--- config.mk ---
export PLATFORM = sky130hd
export DESIGN_NAME = pull_cfg_seq
export DESIGN_NICKNAME = d
export VERILOG_FILES = /design/src/rtl/pull_cfg_pkg.sv /design/src/rtl/pull_setup_timer.sv /design/src/rtl/pull_legacy_bank.sv /design/src/rtl/pull_field_bank.sv /design/src/rtl/pull_cfg_seq.sv
export SDC_FILE = /design/constraint.sdc
export NUM_CORES = 1
export LEC_CHECK = 0
export BUFFER_PORTS_ARGS = -buffer_cell sky130_fd_sc_hd__buf_4
export CAP_MARGIN = 10
export CORE_MARGIN = 2
export CORE_UTILIZATION = 33
export CTS_BUF_LIST = sky130_fd_sc_hd__clkbuf_8
export CTS_CLUSTER_SIZE = 24
export DETAILED_ROUTE_END_ITERATION = 8
export HOLD_SLACK_MARGIN = 0.15
export PLACE_DENSITY = 0.51
export SKIP_LAST_GASP = 1
export SYNTH_ARGS = -nofsm -noshare
export SYNTH_HDL_FRONTEND = slang
export SYNTH_HIERARCHICAL = 1
export SYNTH_SLANG_ARGS = --single-unit
--- constraint.sdc ---
create_clock -name clk -period 2.4 [get_ports clk]
set_clock_uncertainty 0.05 [all_clocks]
set_input_delay 0.12 -clock clk [delete_from_list [all_inputs] [get_ports clk]]
set_output_delay 0.12 -clock clk [all_outputs]
set_load 0.01 [all_outputs]
--- src/rtl/pull_cfg_pkg.sv ---
// Package: shared constants, code types and decode helpers for the pull
// configuration sequencer. Assumes an 8-bit byte address bus.
package pull_cfg_pkg;

    localparam int ADDR_W = 8;

    // Register byte offsets (software-visible map)
    localparam logic [ADDR_W-1:0] CTRL_OFS = 8'h94;
    localparam logic [ADDR_W-1:0] CLK_OFS  = 8'hA0 - 8'h08;
    localparam logic [ADDR_W-1:0] FLD_OFS  = 8'hE4;

    typedef enum logic [1:0] {
        LG_OFF  = 2'd0,
        LG_DOWN = 2'd1,
        LG_UP   = 2'd2,
        LG_RSVD = 2'd3
    } legacy_code_e;

    typedef enum logic [1:0] {
        FD_NONE = 2'd0,
        FD_UP   = 2'd1,
        FD_DOWN = 2'd2,
        FD_RSVD = 2'd3
    } field_code_e;

    typedef struct packed {
        logic up;
        logic dn;
    } pull_t;

    // Decode a strobed-style code into pull enables
    function automatic pull_t decode_legacy(input logic [1:0] code);
        pull_t r;
        r.up = (legacy_code_e'(code) == LG_UP);
        r.dn = (legacy_code_e'(code) == LG_DOWN);
        return r;
    endfunction

    // Decode a field-style code into pull enables
    function automatic pull_t decode_field(input logic [1:0] code);
        pull_t r;
        r.up = (field_code_e'(code) == FD_UP);
        r.dn = (field_code_e'(code) == FD_DOWN);
        return r;
    endfunction

endpackage

--- src/rtl/pull_setup_timer.sv ---
// Module: counts clock cycles since the last control-code write and
// saturates at SETUP_CYCLES; ready is high once that many cycles passed.
// Assumes SETUP_CYCLES >= 1. Reset counts as a fresh write.
module pull_setup_timer #(
    parameter int SETUP_CYCLES = 150
) (
    input  logic clk,
    input  logic rst_n,
    input  logic restart,
    output logic ready
);
    localparam int CNT_W = $clog2(SETUP_CYCLES + 1);
    localparam logic [CNT_W-1:0] LIMIT = CNT_W'(SETUP_CYCLES);

    logic [CNT_W-1:0] cnt_q;

    // Restart on each control write, otherwise count up to the limit
    always_ff @(posedge clk) begin
        if (!rst_n) begin
            cnt_q <= '0;
        end else if (restart) begin
            cnt_q <= '0;
        end else if (cnt_q < LIMIT) begin
            cnt_q <= cnt_q + 1'b1;
        end
    end

    assign ready = (cnt_q == LIMIT);

    assert_restart_clears_R5: assert property (@(posedge clk) disable iff (!rst_n)
        restart |=> (cnt_q == '0));

    assert_ready_sticks_R5: assert property (@(posedge clk) disable iff (!rst_n)
        (ready && !restart) |=> ready);

endmodule

--- src/rtl/pull_legacy_bank.sv ---
// Module: strobed-style pull control. Holds the shared 2-bit code, the
// per-pin clock words and one code latch per pin. A latch loads the code
// on a 0->1 write of its clock bit once the setup timer is ready.
// Assumes one bus write per cycle at most.
module pull_legacy_bank
    import pull_cfg_pkg::*;
#(
    parameter int NUM_PINS     = 58,
    parameter int SETUP_CYCLES = 150
) (
    input  logic                          clk,
    input  logic                          rst_n,
    input  logic                          we,
    input  logic [ADDR_W-1:0]             addr,
    input  logic [31:0]                   wdata,
    output logic [1:0]                    ctrl_o,
    output logic [((NUM_PINS+31)/32)*32-1:0] clk_bits_o,
    output logic [NUM_PINS-1:0]           up_o,
    output logic [NUM_PINS-1:0]           dn_o
);
    localparam int CLK_WORDS = (NUM_PINS + 31) / 32;
    localparam int CLK_BITS  = CLK_WORDS * 32;

    logic [1:0]            ctrl_q;
    logic                  ctrl_hit;
    logic                  setup_ok;
    logic [CLK_WORDS-1:0]  clk_hit;
    logic [CLK_BITS-1:0]   clk_q;
    logic [CLK_BITS-1:0]   pin_mask;
    logic [NUM_PINS-1:0]   strobe;
    logic [2*NUM_PINS-1:0] code_q;
    logic                  accept_any;

    assign ctrl_hit = we && (addr == CTRL_OFS);

    // Hold the shared control code
    always_ff @(posedge clk) begin
        if (!rst_n) begin
            ctrl_q <= 2'b00;
        end else if (ctrl_hit) begin
            ctrl_q <= wdata[1:0];
        end
    end

    pull_setup_timer #(
        .SETUP_CYCLES (SETUP_CYCLES)
    ) i_timer (
        .clk     (clk),
        .rst_n   (rst_n),
        .restart (ctrl_hit),
        .ready   (setup_ok)
    );

    genvar b, w, p;
    for (b = 0; b < CLK_BITS; b++) begin : g_mask
        assign pin_mask[b] = (b < NUM_PINS);
    end

    for (w = 0; w < CLK_WORDS; w++) begin : g_clk_word
        assign clk_hit[w] = we && (addr == CLK_OFS + ADDR_W'(4 * w));

        // Store one clock word, dropping bits without a pin
        always_ff @(posedge clk) begin
            if (!rst_n) begin
                clk_q[w*32 +: 32] <= '0;
            end else if (clk_hit[w]) begin
                clk_q[w*32 +: 32] <= wdata & pin_mask[w*32 +: 32];
            end
        end
    end

    for (p = 0; p < NUM_PINS; p++) begin : g_pin
        pull_t pin_pull;

        assign strobe[p] = clk_hit[p/32] & wdata[p%32] & ~clk_q[p];

        // Capture the shared code on an accepted rising strobe
        always_ff @(posedge clk) begin
            if (!rst_n) begin
                code_q[2*p +: 2] <= LG_OFF;
            end else if (strobe[p] && setup_ok) begin
                code_q[2*p +: 2] <= ctrl_q;
            end
        end

        assign pin_pull = decode_legacy(code_q[2*p +: 2]);
        assign up_o[p]  = pin_pull.up;
        assign dn_o[p]  = pin_pull.dn;
    end

    assign accept_any = (|strobe) && setup_ok;
    assign ctrl_o     = ctrl_q;
    assign clk_bits_o = clk_q;

    assert_latch_gated_R5: assert property (@(posedge clk) disable iff (!rst_n)
        (code_q != $past(code_q)) |-> $past(accept_any));

    assert_ctrl_hold_R2: assert property (@(posedge clk) disable iff (!rst_n)
        !ctrl_hit |=> $stable(ctrl_q));

endmodule

--- src/rtl/pull_field_bank.sv ---
// Module: field-style pull control. One 2-bit field per pin, sixteen
// pins per 32-bit word; the pin outputs decode the fields directly.
// Assumes one bus write per cycle at most.
module pull_field_bank
    import pull_cfg_pkg::*;
#(
    parameter int NUM_PINS = 58
) (
    input  logic                             clk,
    input  logic                             rst_n,
    input  logic                             we,
    input  logic [ADDR_W-1:0]                addr,
    input  logic [31:0]                      wdata,
    output logic [((NUM_PINS+15)/16)*32-1:0] fld_o,
    output logic [NUM_PINS-1:0]              up_o,
    output logic [NUM_PINS-1:0]              dn_o
);
    localparam int FLD_WORDS = (NUM_PINS + 15) / 16;
    localparam int FLD_BITS  = FLD_WORDS * 32;

    logic [FLD_BITS-1:0]  fld_q;
    logic [FLD_BITS-1:0]  fld_mask;
    logic [FLD_WORDS-1:0] fld_hit;

    genvar b, w, p;
    for (b = 0; b < FLD_BITS; b++) begin : g_mask
        assign fld_mask[b] = ((b / 2) < NUM_PINS);
    end

    for (w = 0; w < FLD_WORDS; w++) begin : g_word
        assign fld_hit[w] = we && (addr == FLD_OFS + ADDR_W'(4 * w));

        // Store one field word, dropping fields without a pin
        always_ff @(posedge clk) begin
            if (!rst_n) begin
                fld_q[w*32 +: 32] <= '0;
            end else if (fld_hit[w]) begin
                fld_q[w*32 +: 32] <= wdata & fld_mask[w*32 +: 32];
            end
        end
    end

    for (p = 0; p < NUM_PINS; p++) begin : g_pin
        pull_t pin_pull;
        assign pin_pull = decode_field(fld_q[2*p +: 2]);
        assign up_o[p]  = pin_pull.up;
        assign dn_o[p]  = pin_pull.dn;
    end

    assign fld_o = fld_q;

    assert_field_hold_R8: assert property (@(posedge clk) disable iff (!rst_n)
        !(|fld_hit) |=> $stable(fld_q));

endmodule

--- src/rtl/pull_cfg_seq.sv ---
// Module: top of the pull configuration sequencer. Decodes the register
// bus, instantiates the style chosen by LEGACY_STYLE and returns zero for
// the registers of the other style. Assumes the register map fits in an
// 8-bit byte address (NUM_PINS up to 64 with the default offsets).
module pull_cfg_seq
    import pull_cfg_pkg::*;
#(
    parameter int NUM_PINS     = 58,
    parameter int SETUP_CYCLES = 150,
    parameter bit LEGACY_STYLE = 1'b1
) (
    input  logic                clk,
    input  logic                rst_n,
    input  logic                bus_we,
    input  logic [ADDR_W-1:0]   bus_addr,
    input  logic [31:0]         bus_wdata,
    output logic [31:0]         bus_rdata,
    output logic [NUM_PINS-1:0] pull_up_en,
    output logic [NUM_PINS-1:0] pull_dn_en
);
    localparam int CLK_WORDS = (NUM_PINS + 31) / 32;
    localparam int FLD_WORDS = (NUM_PINS + 15) / 16;

    logic [1:0]              ctrl_view;
    logic [CLK_WORDS*32-1:0] clk_view;
    logic [FLD_WORDS*32-1:0] fld_view;

    if (LEGACY_STYLE) begin : g_legacy
        pull_legacy_bank #(
            .NUM_PINS     (NUM_PINS),
            .SETUP_CYCLES (SETUP_CYCLES)
        ) i_bank (
            .clk        (clk),
            .rst_n      (rst_n),
            .we         (bus_we),
            .addr       (bus_addr),
            .wdata      (bus_wdata),
            .ctrl_o     (ctrl_view),
            .clk_bits_o (clk_view),
            .up_o       (pull_up_en),
            .dn_o       (pull_dn_en)
        );
        assign fld_view = '0;
    end else begin : g_field
        pull_field_bank #(
            .NUM_PINS (NUM_PINS)
        ) i_bank (
            .clk   (clk),
            .rst_n (rst_n),
            .we    (bus_we),
            .addr  (bus_addr),
            .wdata (bus_wdata),
            .fld_o (fld_view),
            .up_o  (pull_up_en),
            .dn_o  (pull_dn_en)
        );
        assign ctrl_view = '0;
        assign clk_view  = '0;
    end

    // Return the register selected by the address, zero when unmapped
    always_comb begin
        bus_rdata = '0;
        if (bus_addr == CTRL_OFS) begin
            bus_rdata = {30'b0, ctrl_view};
        end
        for (int w = 0; w < CLK_WORDS; w++) begin
            if (bus_addr == CLK_OFS + ADDR_W'(4 * w)) begin
                bus_rdata = clk_view[w*32 +: 32];
            end
        end
        for (int w = 0; w < FLD_WORDS; w++) begin
            if (bus_addr == FLD_OFS + ADDR_W'(4 * w)) begin
                bus_rdata = fld_view[w*32 +: 32];
            end
        end
    end

    assert_idle_hold_R7: assert property (@(posedge clk) disable iff (!rst_n)
        !bus_we |=> ($stable(pull_up_en) && $stable(pull_dn_en)));

    if (LEGACY_STYLE) begin : g_chk_legacy
        assert_field_unseen_R9: assert property (@(posedge clk) disable iff (!rst_n)
            (bus_addr >= FLD_OFS) |-> (bus_rdata == '0));
    end else begin : g_chk_field
        assert_strobe_unseen_R9: assert property (@(posedge clk) disable iff (!rst_n)
            (bus_addr < FLD_OFS) |-> (bus_rdata == '0));
    end

endmodule

==> results of run 1 <==
-- state kept, by name (all words and copies together), names as in the netlist --
| signal | flops |
|---|---|
| g_legacy.i_bank/code_q | 116 |
| g_legacy.i_bank/ctrl_o | 2 |
| g_legacy.i_bank/i_timer/cnt_q | 8 |
| g_legacy.i_bank/clk_bits_o | 58 |
-- worst paths after layout --
check / slack (ns) / from / cells after the start / endpoint
setup / recovery: 0.09 / rst_n / 6 / g_legacy.i_bank/clk_bits_o[28]
hold / removal: 0.19 / bus_addr[5] / 4 / g_legacy.i_bank/code_q[21]
setup reg to reg: 0.25 / g_legacy.i_bank/i_timer/cnt_q[1] / 7 / g_legacy.i_bank/code_q[52]
hold reg to reg: 0.42 / g_legacy.i_bank/clk_bits_o[9] / 2 / g_legacy.i_bank/clk_bits_o[9]
-- per-stage QoR --
step	setup slack (ns)	hold slack (ns)	instances
CTS	0.1838	0.1617	1596
global placement	0.3154	0.3392	1522
global route	0.02958	0.1834	1596
finish	0.09301	0.1919	1596
floorplan	0.4474	0.2121	1010
detailed placement	0.2818	0.3500	1522
-- cells by family (layout without fill, tap and decap cells) --
| logic type | after synthesis | count (layout) | synth area share |
|---|---|---|---|
| adders and majority gates | 2 | 2 | 0.002672 |
| AOI/OAI and AO/OA | 17 | 17 | 0.01176 |
| buffers and inverters | 79 | 287 | 0.05558 |
| DFF | 184 | 184 | 0.3933 |
| muxes | 210 | 210 | 0.2251 |
| and+or+nand+nor | 512 | 512 | 0.3112 |
| other | 1 | 6 | 0.0004004 |
-- placed cells by master, fill, tap and decap left out, types with 17 or more instances in the layout --
cell type      instances
nand4_1               41
dlygate4sd3_1         43
nor2b_1              178
nand2_1              210
clkbuf_8              17
dfxtp_1              184
mux2i_1              208
buf_4                204
nor2_1                36
nand4_4               20
-- power breakdown --
part | internal (W) | switching [W] | leakage (nW) | total (W)
logic | 0.000157 | 0.000216 | 4.20 | 0.000374
registers | 0.00306 | 0.00000840 | 1.48 | 0.00306
clock network | 0.00104 | 0.00119 | 0.202 | 0.00223
-- routing by layer --
metal | vias up | GRT usage
li1 | 3754 | -
met1 | 3563 | 0.2661
met2 | 181 | 0.2607
met3 | 10 | 0.03159
met4 | 0 | 0.03581
met5 | - | 0
-- timing repair --
item                       CTS  global route
setup endpoints to repair    0             0
hold endpoints to repair   176             0
hold buffers                43             0
-- worst reg2reg max path: stages, from the launching register on --
cell	delay, ns
dfxtp_1	0.44
ha_1	0.19
nand3b_1	0.07
nor4b_1	0.39
nor2b_4	0.28
buf_12	0.23
nand4_1	0.22
mux2i_1	0.17
-- cell type report --
type | count | area share
inverter | 2 | 0.0006322
clock buffer | 17 | 0.01970
tap | 378 | 0.03983
multi-input combinational | 747 | 0.4388
timing repair buffer | 254 | 0.1763
clock inverter | 14 | 0.01454
sequential | 184 | 0.3102
==> impl_metrics.json, run 1 <==
{
  "dpl_cell_area_um2": 11040,
  "avgSynthCellArea_um2": 9.319,
  "p_per_area_nw_per_um2": 477.1,
  "endpoint_kind": "flop",
  "path_buf_inv": 4,
  "clockBufferDepth": 2,
  "grt_antenna_before_repair": 0,
  "worstHoldPathType": "in2reg",
  "final_util": 0.4263,
  "cts_tree": "done",
  "max_stage_delay_ns": 0.59,
  "grt_use_total": 0.1765,
  "crit_family": "buffers and inverters",
  "yosysMostFrequentCell": "nand2_1",
  "status": "finished clean",
  "synthArstFlopShare": 0,
  "first_global_vias": 7209,
  "wl_met2_um": 11180,
  "critPathLaunchType": "primary input",
  "tns_ns": 0,
  "finalHoldViolCount": 0,
  "drv_slew": 0,
  "period_share": 0.9612,
  "register_area_um2": 3684,
  "ioPinCount": 191,
  "synth_common_cells": "nand2_1, mux2i_1, dfxtp_1",
  "wl_um": 26070,
  "synth-edff-count": 0,
  "maxSlewHeadroom": 0.5947,
  "min_period_ns": 2.307,
  "core_area_um2": 27860,
  "cpMostUsedCell": "dlygate4sd3_1",
  "final_area_um2": 11880,
  "yosysTopAreaCellShare": 0.3933,
  "yosys-top-cells-area": "dfxtp_1, mux2i_1, nor2b_1",
  "clock-sinks": 184,
  "ys.flop_type": "dfxtp_1",
  "cts_root_buffer": "clkbuf_8",
  "crit_path_top_delay_cell": "dlygate4sd3_1",
  "leakagePower_nw": 5.884,
  "tightest_slew_ns": 0.6079,
  "top_layer_used": "met4",
  "post_cts_buffers": 0,
  "post_drt_wl_per_cell_um": 16.34,
  "drive_above_1_share": 0.2233,
  "yosysTopAreaCell": "dfxtp_1",
  "ys_ff_latch": 184,
  "io_buffer_count": 190,
  "rows": 61,
  "numCtsBuffers": 17,
  "grt_overflow": 0,
  "ys_warn_count": 6,
  "clk_pin_slew_ns": 0.10,
  "maxCapViolations": 0,
  "path_class": "in2reg",
  "cp_max_fo": 74,
  "grt_pass1_wl_um": 40630,
  "dp_hpwl_um": 17930,
  "fp.dieH_um": 172.5,
  "die_area_um2": 29740,
  "synthesis.area_um2": 9365,
  "nets": 1251,
  "cp.arrival_ns": 2.65,
  "ys_types": 41,
  "first_pass_iters": 4,
  "fill_cells": 2786,
  "area_growth_pct": 26.80,
  "setup_viol": 0,
  "vias": 7508,
  "worstPathRequired_ns": 2.75,
  "drc": 0,
  "multiInputGateArea_um2": 5211,
  "gp_congestion": 0.7273,
  "drt-met1-wl_um": 13640,
  "diodes": 0,
  "synthCells": 1005,
  "clk_latency_ns": 0.46,
  "fin_total_pwr_w": 0.005665,
  "fmax_mhz": 433.5,
  "grt_setup_unrepaired": "false",
  "drt_iter0_drc": 324,
  "drtAntennaViolNets": 0,
  "cts_max_level": 4,
  "cts_resized": 0,
  "peakVddDrop_v": 0.0003101,
  "worstPathCellList": "dlygate4sd3_1 > buf_6 > nand2_1 > dlygate4sd3_1 > mux2i_1 > dlygate4sd3_1",
  "grt_max_degree": 75,
  "yosysSeqAreaShare": 0.3933,
  "die_x_um": 172.5,
  "start_util": 0.3362,
  "vias_per_cell": 4.704,
  "wl_met3_um": 1076
}
(Power assumes the default switching activity.)
==> run 2: changes to the inputs <==
--- a/config.mk
+++ b/config.mk
@@ -8,12 +8,12 @@
 export BUFFER_PORTS_ARGS = -buffer_cell sky130_fd_sc_hd__buf_4
 export CAP_MARGIN = 10
 export CORE_MARGIN = 2
-export CORE_UTILIZATION = 33
+export CORE_UTILIZATION = 57
 export CTS_BUF_LIST = sky130_fd_sc_hd__clkbuf_8
 export CTS_CLUSTER_SIZE = 24
 export DETAILED_ROUTE_END_ITERATION = 8
 export HOLD_SLACK_MARGIN = 0.15
-export PLACE_DENSITY = 0.51
+export PLACE_DENSITY = 0.8
 export SKIP_LAST_GASP = 1
 export SYNTH_ARGS = -nofsm -noshare
 export SYNTH_HDL_FRONTEND = slang
==> impl_metrics.json, run 2 (synthesis gave the netlist of run 1 again) <==
{
  "io_buffer_count": 190,
  "tightest_slew_ns": 0.5090,
  "maxCapViolations": 0,
  "die_area_um2": 17470,
  "numCtsBuffers": 17,
  "endpoint_kind": "flop",
  "cts_resized": 0,
  "final_cell_mix": "nand2_1, mux2i_1, buf_4",
  "cts_max_level": 4,
  "gp_congestion": 0.8463,
  "final_area_um2": 11590,
  "r2r_start": "g_legacy.i_bank/i_timer/cnt_q[1]",
  "path_class": "reg2reg",
  "dp_hpwl_um": 16110,
  "drive_above_1_share": 0.2250,
  "cp.arrival_ns": 2.45,
  "fill_cells": 1258,
  "grt_pass1_wl_um": 37410,
  "peakVddDrop_v": 0.0003607,
  "fmax_mhz": 460.8,
  "worstPathRequired_ns": 2.68,
  "crit_start": "g_legacy.i_bank/i_timer/cnt_q[1]",
  "grt_setup_unrepaired": "false",
  "grt_overflow": 0,
  "clk_pin_slew_ns": 0.09,
  "grt_antenna_before_repair": 0,
  "die_x_um": 132.2,
  "leakagePower_nw": 5.830,
  "cp_max_fo": 22,
  "dpl_cell_area_um2": 10860,
  "ioPinCount": 191,
  "critPathLaunchType": "flop",
  "setup_viol": 0,
  "clock-sinks": 184,
  "wl_um": 23510,
  "drt_iter0_drc": 565,
  "post_drt_wl_per_cell_um": 16.50,
  "tns_ns": 0,
  "drv_slew": 0,
  "grt_use_total": 0.2631,
  "area_growth_pct": 23.81,
  "regMostFlops": "g_legacy.i_bank/code_q",
  "maxSlewHeadroom": 0.6607,
  "cts_tree": "done",
  "cts_root_buffer": "clkbuf_8",
  "first_pass_iters": 6,
  "vias": 7743,
  "final_common_cell": "nand2_1",
  "min_from": "bus_addr[5]",
  "status": "finished clean",
  "first_global_vias": 7277,
  "drtAntennaViolNets": 0,
  "clockBufferDepth": 2,
  "grt_max_degree": 100,
  "period_share": 0.9043,
  "nets": 1241,
  "drc": 0,
  "diodes": 0,
  "p_per_area_nw_per_um2": 471.7,
  "core_area_um2": 16000,
  "largest_register_ffs": 116,
  "vias_per_cell": 5.434,
  "fp.dieH_um": 132.2,
  "clk_latency_ns": 0.47,
  "rows": 46,
  "start_util": 0.5853,
  "finalHoldViolCount": 0,
  "min_period_ns": 2.170,
  "worstHoldPathType": "in2reg"
}
==> run 2: stage by stage <==
step / setup WS (ns) / hold slack [ns] / total power (W) / std cells / util
after floorplan: 0.4474 / 0.2121 / 0.003333 / 1010 / -
after global placement: 0.3816 / 0.3370 / 0.003444 / 1358 / 0.6786
after detailed placement: 0.3084 / 0.3527 / 0.003446 / 1358 / 0.6786
after CTS: 0.2655 / 0.1753 / 0.005495 / 1425 / 0.7247
after global routing: 0.1004 / 0.1958 / 0.005644 / 1425 / 0.7247
final: 0.2297 / 0.2008 / 0.005469 / 1425 / 0.7247
==> run 2: layout make-up <==
class / instances / area [µm²] / share of cell area
multi-input cells: 747 / 5211 / 0.4494
well taps: 216 / 270.3 / 0.02331
repair buffers: 244 / 2036 / 0.1756
clock buffers: 18 / 247.7 / 0.02137
inverters: 2 / 7.507 / 0.0006475
clock inverters: 14 / 138.9 / 0.01198
flip-flops and latches: 184 / 3684 / 0.3177
==> run 2: worst paths after layout <==
kind	end	slack, ns	cells past startpoint
min reg2reg	g_legacy.i_bank/code_q[53]	0.42	2
max reg2reg	g_legacy.i_bank/code_q[51]	0.23	7
max	g_legacy.i_bank/code_q[51]	0.23	7
min	g_legacy.i_bank/code_q[15]	0.20	4
==> run 2: repair_timing <==
| item | CTS | global route |
|---|---|---|
| hold endpoints to repair | 176 | 0 |
| buffers inserted | 0 | 0 |
| hold buffers | 35 | 0 |
==> run 2: worst max-delay path: stages (launching register included) <==
cell	delay [ns]
dfxtp_1	0.45
ha_1	0.20
nand3b_1	0.07
nor4b_1	0.38
nor2b_4	0.27
buf_12	0.23
nand4_1	0.21
mux2i_1	0.17
==> run 2: layer usage <==
layer  share of wire  global-route usage  vias up
li1                -                   -     3751
met2            0.46              0.4146      269
met4          0.0099             0.06750        0
met1            0.46              0.3641     3703
met5               0                   0        -
met3           0.066             0.06267       20
==> run 2: power breakdown <==
part / switching [W] / internal [W] / total, W
clock network: 0.00117 / 0.000871 / 0.00204
registers: 0.00000816 / 0.00306 / 0.00306
logic: 0.000210 / 0.000156 / 0.000366
==> run 3: changes to the inputs <==
--- a/config.mk
+++ b/config.mk
@@ -7,13 +7,16 @@
 export LEC_CHECK = 0
 export BUFFER_PORTS_ARGS = -buffer_cell sky130_fd_sc_hd__buf_4
 export CAP_MARGIN = 10
+export CELL_PAD_IN_SITES_DETAIL_PLACEMENT = 0
+export CELL_PAD_IN_SITES_GLOBAL_PLACEMENT = 2
 export CORE_MARGIN = 2
-export CORE_UTILIZATION = 57
+export CORE_UTILIZATION = 35
 export CTS_BUF_LIST = sky130_fd_sc_hd__clkbuf_8
 export CTS_CLUSTER_SIZE = 24
 export DETAILED_ROUTE_END_ITERATION = 8
 export HOLD_SLACK_MARGIN = 0.15
-export PLACE_DENSITY = 0.8
+export PLACE_DENSITY = 0.81
+export SETUP_SLACK_MARGIN = 0.2
 export SKIP_LAST_GASP = 1
 export SYNTH_ARGS = -nofsm -noshare
 export SYNTH_HDL_FRONTEND = slang
==> impl_metrics.json, run 3 (synthesis gave the netlist of run 1 again) <==
{
  "status": "finished clean",
  "area_growth_pct": 25.82,
  "cts_tree": "done",
  "post_cts_buffers": 0,
  "tightest_slew_ns": 0.6364,
  "core_area_um2": 26130,
  "crit_path_top_delay_cell": "dlygate4sd3_1",
  "diodes": 0,
  "dpl_cell_area_um2": 10940,
  "fp.dieH_um": 167.6,
  "final_cell_mix": "nand2_1, mux2i_1, buf_4",
  "worstPathRequired_ns": 2.76,
  "finalHoldViolCount": 0,
  "fin_total_pwr_w": 0.005722,
  "gp_congestion": 0.6977,
  "drt_iter0_drc": 367,
  "final_common_cell": "nand2_1",
  "first_pass_iters": 4,
  "final_area_um2": 11780,
  "wl_um": 25570,
  "die_x_um": 167.6,
  "p_switching_w": 0.001413,
  "regMostFlops": "g_legacy.i_bank/code_q",
  "start_util": 0.3584,
  "io_buffer_count": 190,
  "final_util": 0.4509,
  "clock-sinks": 184,
  "cpMostUsedCell": "dlygate4sd3_1",
  "rows": 59,
  "post_drt_wl_per_cell_um": 16.55,
  "clkPwrFrac": 0.400,
  "endpoint_kind": "flop",
  "grt_antenna_before_repair": 0,
  "die_area_um2": 28080,
  "min_period_ns": 2.088,
  "cts_max_level": 4,
  "drc": 0,
  "cp.arrival_ns": 2.45,
  "multiInputGateArea_um2": 5218,
  "period_share": 0.8700,
  "dp_hpwl_um": 17080,
  "peakVddDrop_v": 0.0002751,
  "grt_max_degree": 96,
  "p_int_w": 0.004310,
  "path_class": "in2reg",
  "grt_setup_unrepaired": "false",
  "grt_use_total": 0.1818,
  "setup_ws_ns": 0.3121,
  "power_frac_comb": 0.064,
  "register_area_um2": 3684,
  "max_stage_delay_ns": 0.56,
  "tns_ns": 0,
  "vias": 7407,
  "sw_frac_of_total": 0.2469,
  "vias_per_cell": 4.794,
  "seq_power_share": 0.536,
  "setup_viol": 0,
  "leakagePower_nw": 5.858,
  "numCtsBuffers": 17,
  "maxCapViolations": 0,
  "cts_root_buffer": "clkbuf_8",
  "largest_register_ffs": 116,
  "ioPinCount": 191,
  "drive_above_1_share": 0.2240,
  "worstPathCellList": "dlygate4sd3_1 > buf_4 > nand4bb_1 > nor3b_4 > buf_6 > mux2i_1 > dlygate4sd3_1",
  "clockBufferDepth": 2,
  "dp_slack_ns": 0.2306,
  "grt_pass1_wl_um": 40900,
  "nets": 1243,
  "clk_latency_ns": 0.46,
  "fill_cells": 2596,
  "drtAntennaViolNets": 0,
  "p_per_area_nw_per_um2": 485.6,
  "grt_overflow": 0,
  "first_global_vias": 7371,
  "clk_pin_slew_ns": 0.10,
  "maxSlewHeadroom": 0.5757,
  "drv_slew": 0,
  "fmax_mhz": 479.0,
  "critPathLaunchType": "primary input",
  "worstHoldPathType": "in2reg",
  "cp_max_fo": 21
}
## run 3: changes by cell type in the layout (fill, tap and decap cells not counted), sizes merged
cell,change
dlygate4sd3,+3
clkinvlp,-3
bufinv,+2
buf,-2
inv,-1
clkbuf,+2
## run 3: final cells by class
class	instances	area share
multi-input combinational	747	0.4428
sequential	184	0.3126
clock inverter	12	0.01402
timing repair buffer	246	0.1722
clock buffer	19	0.02219
inverter	2	0.0006371
tap	335	0.03557
## run 3: final timing paths
| path | endpoint | cells past startpoint | from | slack, ns |
|---|---|---|---|---|
| hold reg to reg | g_legacy.i_bank/code_q[68] | 2 | g_legacy.i_bank/code_q[68] | 0.43 |
| hold / removal | g_legacy.i_bank/clk_bits_o[33] | 3 | bus_addr[2] | 0.19 |
| setup / recovery | g_legacy.i_bank/clk_bits_o[31] | 7 | bus_addr[5] | 0.31 |
| setup reg to reg | g_legacy.i_bank/code_q[10] | 7 | g_legacy.i_bank/i_timer/cnt_q[1] | 0.37 |
## run 3: metrics by stage
step                hold WS [ns]  instances
floorplan                 0.2121       1010
global placement          0.3438       1475
global route              0.1789       1545
CTS                       0.1530       1544
finish                    0.1877       1545
detailed placement        0.3539       1475
## run 3: critical path, delay by kind of cell
kind          cells  cell delay [ns]
buf+inv           4             1.55
simple gates      2             0.54
mux               1             0.23
## run 3: what timing repair did
item	4_1_cts	5_1_grt
hold endpoints to repair	175	0
gates resized for setup	0	2
hold buffers	38	0
setup endpoints to repair	0	72
## run 3: power by group through the flow
| stage | clock [W] | combinational [W] | sequential, W |
|---|---|---|---|
| 6_report | 0.00229 | 0.000368 | 0.00306 |
| 5_1_grt | 0.00248 | 0.000398 | 0.00307 |
| 2_1_floorplan | 0 | 0.000201 | 0.00313 |
| 4_1_cts | 0.00237 | 0.000368 | 0.00306 |
| 3_3_place_gp | 0 | 0.000320 | 0.00313 |
| 3_5_place_dp | 0 | 0.000317 | 0.00314 |
## run 3: layer usage
metal	up-vias	global-route usage	wire, µm
met1	3487	0.2702	13410
met3	15	0.03143	1023
met5	-	0	0
li1	3761	-	-
met4	0	0.03667	198
met2	144	0.2757	10940
